==> src/rtl/phyreg_bridge_pkg.sv <==
// Package: window offsets and shared types of the control-register bridge.
// Assumes a byte-addressed host window whose offsets fit in 6 bits.
package phyreg_bridge_pkg;
    localparam logic [5:0] OFF_DIN  = 6'h0C;
    localparam logic [5:0] OFF_DOUT = 6'h10;
    localparam logic [5:0] OFF_CAPA = 6'h14;
    localparam logic [5:0] OFF_CAPD = 6'h18;
    localparam logic [5:0] OFF_TRD  = 6'h1C;
    localparam logic [5:0] OFF_TWR  = 6'h20;

    // One-cycle decoded host write strobes
    typedef struct packed {
        logic din_we;
        logic cap_a;
        logic cap_d;
        logic trg_rd;
        logic trg_wr;
    } strobe_t;

    // Busy flags, one per strobe/trigger register
    typedef struct packed {
        logic cap_a;
        logic cap_d;
        logic rd;
        logic wr;
    } busy_t;
endpackage

==> src/rtl/phyreg_bridge_hdec.sv <==
// Host write decoder: turns a host write into one strobe per window register.
// Assumes a single access per cycle. Action strobes need bit 0 of the data set.
module phyreg_bridge_hdec
    import phyreg_bridge_pkg::*;
#(
    parameter int HOST_AW = 6
) (
    input  logic               host_sel,
    input  logic               host_we,
    input  logic [HOST_AW-1:0] host_addr,
    input  logic               host_bit0,
    output strobe_t            stb
);
    localparam int PAD = HOST_AW - 6;

    logic wr_cyc;
    logic [HOST_AW-1:0] a_din, a_capa, a_capd, a_trd, a_twr;

    assign wr_cyc = host_sel & host_we;
    assign a_din  = {{PAD{1'b0}}, OFF_DIN};
    assign a_capa = {{PAD{1'b0}}, OFF_CAPA};
    assign a_capd = {{PAD{1'b0}}, OFF_CAPD};
    assign a_trd  = {{PAD{1'b0}}, OFF_TRD};
    assign a_twr  = {{PAD{1'b0}}, OFF_TWR};

    // Decode the offset into individual strobes
    always_comb begin
        stb        = '0;
        stb.din_we = wr_cyc && (host_addr == a_din);
        stb.cap_a  = wr_cyc && (host_addr == a_capa) && host_bit0;
        stb.cap_d  = wr_cyc && (host_addr == a_capd) && host_bit0;
        stb.trg_rd = wr_cyc && (host_addr == a_trd)  && host_bit0;
        stb.trg_wr = wr_cyc && (host_addr == a_twr)  && host_bit0;
    end
endmodule

==> src/rtl/phyreg_bridge_seq.sv <==
// Sequencer: holds the shared input word, the latched address/data, the
// busy flags and the read result, and drives the request/acknowledge port.
// Assumes cr_ack only arrives while cr_req is high. A strobe is accepted only
// when all four actions are idle.
module phyreg_bridge_seq
    import phyreg_bridge_pkg::*;
#(
    parameter int HOST_DW = 32,
    parameter int CR_AW   = 16,
    parameter int CR_DW   = 16
) (
    input  logic               clk,
    input  logic               rst_n,
    input  strobe_t            stb,
    input  logic [HOST_DW-1:0] host_wdata,
    output logic [HOST_DW-1:0] din_q,
    output busy_t              busy_q,
    output logic [CR_DW-1:0]   dout_q,
    output logic               cr_req,
    output logic               cr_we,
    output logic [CR_AW-1:0]   cr_addr,
    output logic [CR_DW-1:0]   cr_wdata,
    input  logic [CR_DW-1:0]   cr_rdata,
    input  logic               cr_ack
);
    logic [CR_AW-1:0] addr_q;
    logic [CR_DW-1:0] data_q;
    logic             idle;

    assign idle = ~(busy_q.cap_a | busy_q.cap_d | busy_q.rd | busy_q.wr);

    // Shared input word, written at any time
    always_ff @(posedge clk) begin
        if (!rst_n)          din_q <= '0;
        else if (stb.din_we) din_q <= host_wdata;
    end

    // Latch address or data on an accepted capture strobe
    always_ff @(posedge clk) begin
        if (!rst_n) begin
            addr_q <= '0;
            data_q <= '0;
        end else if (idle) begin
            if (stb.cap_a) addr_q <= din_q[CR_AW-1:0];
            if (stb.cap_d) data_q <= din_q[CR_DW-1:0];
        end
    end

    // Busy flags: captures last one cycle, triggers last until acknowledged
    always_ff @(posedge clk) begin
        if (!rst_n) begin
            busy_q <= '0;
        end else begin
            busy_q.cap_a <= idle & stb.cap_a;
            busy_q.cap_d <= idle & stb.cap_d;
            if (busy_q.rd && cr_ack)  busy_q.rd <= 1'b0;
            else if (idle && stb.trg_rd) busy_q.rd <= 1'b1;
            if (busy_q.wr && cr_ack)  busy_q.wr <= 1'b0;
            else if (idle && stb.trg_wr) busy_q.wr <= 1'b1;
        end
    end

    // Read result, updated only when a read is acknowledged
    always_ff @(posedge clk) begin
        if (!rst_n)                  dout_q <= '0;
        else if (busy_q.rd && cr_ack) dout_q <= cr_rdata;
    end

    assign cr_req   = busy_q.rd | busy_q.wr;
    assign cr_we    = busy_q.wr;
    assign cr_addr  = addr_q;
    assign cr_wdata = data_q;
endmodule

==> src/rtl/phyreg_bridge_rmux.sv <==
// Host read multiplexer: selects a window register by offset.
// Assumes reads have no side effects. Unassigned offsets return zero.
module phyreg_bridge_rmux
    import phyreg_bridge_pkg::*;
#(
    parameter int HOST_AW = 6,
    parameter int HOST_DW = 32,
    parameter int CR_DW   = 16
) (
    input  logic [HOST_AW-1:0] host_addr,
    input  logic [HOST_DW-1:0] din_q,
    input  busy_t              busy_q,
    input  logic [CR_DW-1:0]   dout_q,
    output logic [HOST_DW-1:0] host_rdata
);
    localparam int PAD = HOST_AW - 6;

    // Select the addressed register
    always_comb begin
        host_rdata = '0;
        if (host_addr == {{PAD{1'b0}}, OFF_DIN})  host_rdata = din_q;
        if (host_addr == {{PAD{1'b0}}, OFF_DOUT}) host_rdata = HOST_DW'(dout_q);
        if (host_addr == {{PAD{1'b0}}, OFF_CAPA}) host_rdata = HOST_DW'(busy_q.cap_a);
        if (host_addr == {{PAD{1'b0}}, OFF_CAPD}) host_rdata = HOST_DW'(busy_q.cap_d);
        if (host_addr == {{PAD{1'b0}}, OFF_TRD})  host_rdata = HOST_DW'(busy_q.rd);
        if (host_addr == {{PAD{1'b0}}, OFF_TWR})  host_rdata = HOST_DW'(busy_q.wr);
    end
endmodule

==> src/rtl/phyreg_bridge.sv <==
// Top: host register window onto a request/acknowledge control-register port.
// Assumes HOST_AW >= 6 and HOST_DW >= CR_AW, CR_DW.
module phyreg_bridge
    import phyreg_bridge_pkg::*;
#(
    parameter int HOST_AW = 6,
    parameter int HOST_DW = 32,
    parameter int CR_AW   = 16,
    parameter int CR_DW   = 16
) (
    input  logic               clk,
    input  logic               rst_n,
    input  logic               host_sel,
    input  logic               host_we,
    input  logic [HOST_AW-1:0] host_addr,
    input  logic [HOST_DW-1:0] host_wdata,
    output logic [HOST_DW-1:0] host_rdata,
    output logic               cr_req,
    output logic               cr_we,
    output logic [CR_AW-1:0]   cr_addr,
    output logic [CR_DW-1:0]   cr_wdata,
    input  logic [CR_DW-1:0]   cr_rdata,
    input  logic               cr_ack
);
    strobe_t            stb;
    busy_t              busy_q;
    logic [HOST_DW-1:0] din_q;
    logic [CR_DW-1:0]   dout_q;

    phyreg_bridge_hdec #(.HOST_AW(HOST_AW)) u_hdec (
        .host_sel  (host_sel),
        .host_we   (host_we),
        .host_addr (host_addr),
        .host_bit0 (host_wdata[0]),
        .stb       (stb)
    );

    phyreg_bridge_seq #(.HOST_DW(HOST_DW), .CR_AW(CR_AW), .CR_DW(CR_DW)) u_seq (
        .clk        (clk),
        .rst_n      (rst_n),
        .stb        (stb),
        .host_wdata (host_wdata),
        .din_q      (din_q),
        .busy_q     (busy_q),
        .dout_q     (dout_q),
        .cr_req     (cr_req),
        .cr_we      (cr_we),
        .cr_addr    (cr_addr),
        .cr_wdata   (cr_wdata),
        .cr_rdata   (cr_rdata),
        .cr_ack     (cr_ack)
    );

    phyreg_bridge_rmux #(.HOST_AW(HOST_AW), .HOST_DW(HOST_DW), .CR_DW(CR_DW)) u_rmux (
        .host_addr  (host_addr),
        .din_q      (din_q),
        .busy_q     (busy_q),
        .dout_q     (dout_q),
        .host_rdata (host_rdata)
    );
endmodule

==> config.mk <==
export PLATFORM = sky130hd
export DESIGN_NAME = phyreg_bridge
export DESIGN_NICKNAME = d
export VERILOG_FILES = /design/src/rtl/phyreg_bridge_pkg.sv /design/src/rtl/phyreg_bridge_hdec.sv /design/src/rtl/phyreg_bridge_seq.sv /design/src/rtl/phyreg_bridge_rmux.sv /design/src/rtl/phyreg_bridge.sv
export SDC_FILE = /design/constraint.sdc
export NUM_CORES = 1
export LEC_CHECK = 0
export BUFFER_PORTS_ARGS = -buffer_cell sky130_fd_sc_hd__buf_4
export CORE_MARGIN = 3
export CORE_UTILIZATION = 55
export CTS_BUF_LIST = sky130_fd_sc_hd__clkbuf_8
export DETAILED_ROUTE_END_ITERATION = 6
export PLACE_DENSITY = 0.94
export SLEW_MARGIN = 5
export SYNTH_ARGS = -nofsm -noshare
export SYNTH_HDL_FRONTEND = slang
export SYNTH_SLANG_ARGS = --single-unit
==> constraint.sdc <==
create_clock -name clk -period 3.9 [get_ports clk]
set_input_delay 0.195 -clock clk [delete_from_list [all_inputs] [get_ports clk]]
set_output_delay 0.195 -clock clk [all_outputs]
set_load 0.02 [all_outputs]
==> reports/qor.yml <==
yosys:
  syn_area_mm2: 0.00338
  synth_top_family_by_area: "simple AND/OR/NAND/NOR gates"
  syn_area_per_cell_um2: 7.82
  muxShareOfSynthArea_pct: 0.333
  synth_fp_nets: 492
  synth-edff-count: 0
  ys_ff_latch: 84
  ys_seq_area_share_pct: 49.7
  synth_cells: 433
  synth_fa_ha_area_share_pct: 0
  yosys.area_share.simple_pct: 28.5
  yosys-top-cells-area: "dfxtp_1, nand2_1, a21oi_1"
  postSynth.asyncResetShare_pct: 0
  yosysUniqueCellTypes: 39
  synth_top_area_cell: "dfxtp_1"
  synth-compound-area-share_pct: 17.0
  synth-main-ff-cell: "dfxtp_1"
  yosysWarnings: 0
  synth_xor_area_share_pct: 0
  synth_top_area_share_pct: 49.7
timing:
  relSlewSlack_pct: 25.3
  rsz0062_at_grt: "false"
  period_needed_ns: 2.36
  worst-slew-pin-transition_ns: 1.12
  finalCritPeriodShare_pct: 60.5
  clock.fmax_mhz: 424
  finalMaxSlewViolations: 0
  skew_ns: 0.00854
  setup_viol: 0
  hold_viol_final: 0
  setup_tns_ns: 0
critical_path:
  worstPathRequired_ns: 3.70
  cp-start-kind: "input pin"
  reg2reg_setup_slack_ns: 1.72
  arrival_ns: 2.16
  cp-end-kind: "output pin"
  path_max_fanout: 15
  crit_type: "in -> out"
routing:
  routed_wirelength_mm: 9.26
  drtIter0Drc: 224
  first_pass_iters: 5
  via_per_inst: 5.52
  wl_per_cell_um: 15.1
  via_count: 3393
  ant_nets: 0
  drc: 0
placed_design:
  dp_cells: 599
  dpl.hpwl_mm: 6.57
  routabilityCongestion: 0.956
  numPortBuffers: 124
floorplanning:
  design.die.area_mm2: 0.00713
  start_util_pct: 58.9
  die_w_um: 84.4
  chipHeight_um: 84.4
  ioPinCount: 125
  rows: 27
  coreArea_mm2: 0.00574
pwr:
  p_per_area_mw_per_mm2: 346
  power.total_mw: 1.55
  leakage_nw: 1.84
  vdd_drop_max_uv: 226
clock_network:
  worstSkewPairLatency_ns: 0.35
  ctsLongestPathBuffers: 2
  cts_hold_buf: 0
  cts_root_buf: "clkbuf_8"
  path_clk_slew_ns: 0.09
  htree_levels: 3
  numCtsBuffers: 9
  cts_resized: 0
  cts.sinks: 84
  cts_setup_buffers: 0
  cts_tree: "yes"
hold_path:
  min_path_type: "in -> reg"
global_route:
  grt.total_usage_pct: 26.2
  overflow: 0
  grt_pass1_vias: 3048
  antenna_found_initial: 0
  grt_first_pass_wirelength_mm: 15.2
  grt_max_degree: 69
cells_and_area:
  postLayoutCoreUtil_pct: 78.0
  area_growth_pct: 32.4
  final_layout_size_suffix_gt1_share_pct: 27.4
  final_cells: 615
  nets: 597
  antenna_cells: 0
status:
  outcome: "finished clean"
run:
  cap_violations: 0
==> synth_stat cells, types with 2 or more instances <==
cell / count
nand2_1: 146
dfxtp_1: 84
a21oi_1: 66
clkbuf_1: 23
and3_1: 18
nand3_1: 18
o21ai_0: 16
a22o_1: 15
buf_2: 6
nor2_1: 6
buf_1: 3
and2_1: 2
nand2b_1: 2
nor2b_1: 2
nor3_1: 2
==> per-layer routing <==
metal / global-route usage, % / vias up / wire, um
met4: 11.7 / 0 / 266
met1: 35.1 / 1567 / 3880
met2: 39.8 / 136 / 4360
met5: 0 / - / 0
met3: 7.07 / 22 / 759
li1: - / 1668 / -
==> flip-flops by register name, indices dropped and copies added, names as in the netlist <==
name            flops
u_seq.busy_q        3
u_seq.cr_addr      16
u_seq.cr_wdata     16
u_seq.cr_we         1
u_seq.din_q        32
u_seq.dout_q       16
==> report_power, final <==
group | switching [mW] | internal [mW] | total (mW)
Sequential | 0.000790 | 0.858 | 0.858
Combinational | 0.0409 | 0.0444 | 0.0854
Clock | 0.311 | 0.294 | 0.605
Total | 0.353 | 1.20 | 1.55
==> critical path, cell delays in order <==
cell,delay (ns)
buf_4,0.12
or3b_1,0.50
or3_1,0.41
nor2_2,0.52
a22o_1,0.26
buf_4,0.15
==> placed cells by master (no fill, tap or decap), types with 3 or more instances in the layout <==
master	netlist	layout
nand2_1	146	146
buf_4	1	128
dfxtp_1	84	84
a21oi_1	66	66
and3_1	18	18
nand3_1	18	18
o21ai_0	16	16
a22o_1	15	15
clkbuf_8	0	9
nor2_1	6	6
inv_1	1	3
==> kinds of logic after synthesis <==
logic type | count (synthesis)
AND/OR/NAND/NOR | 211
buffers and inverters | 36
AO/OA/AOI/OAI | 101
multiplexers | 1
flip-flops | 84
==> final cells by class <==
cell class / instances / area, um2
well taps: 72 / 90.1
inverters: 2 / 7.51
clock buffers: 9 / 124
fillers: 430 / 1260
repair buffers: 128 / 961
multi-input cells: 313 / 1550
flip-flops and latches: 84 / 1680
clock inverters: 7 / 67.6
==> final timing paths <==
kind | start | end | cells after the start
max | host_addr[1] | host_rdata[4] | 6
min | cr_rdata[8] | u_seq.dout_q[8]$_SDFFE_PN0P_ | 3
max reg2reg | u_seq.busy_q[1]$_SDFFE_PP0P_ | u_seq.cr_addr[3]$_SDFFE_PN0P_ | 4
min reg2reg | u_seq.din_q[21]$_SDFFE_PN0P_ | u_seq.din_q[21]$_SDFFE_PN0P_ | 2
==> per-stage QoR <==
stage | cell area (um2) | setup slack [ns] | hold WS (ns)
2_1_floorplan | 3380 | 1.67 | 0.331
3_3_place_gp | 4290 | 1.48 | 0.438
3_5_place_dp | 4290 | 1.39 | 0.442
4_1_cts | 4480 | 1.55 | 0.0726
5_1_grt | 4480 | 1.40 | 0.0684
6_report | 4480 | 1.54 | 0.0800
Power figures use the tool's default switching activity.
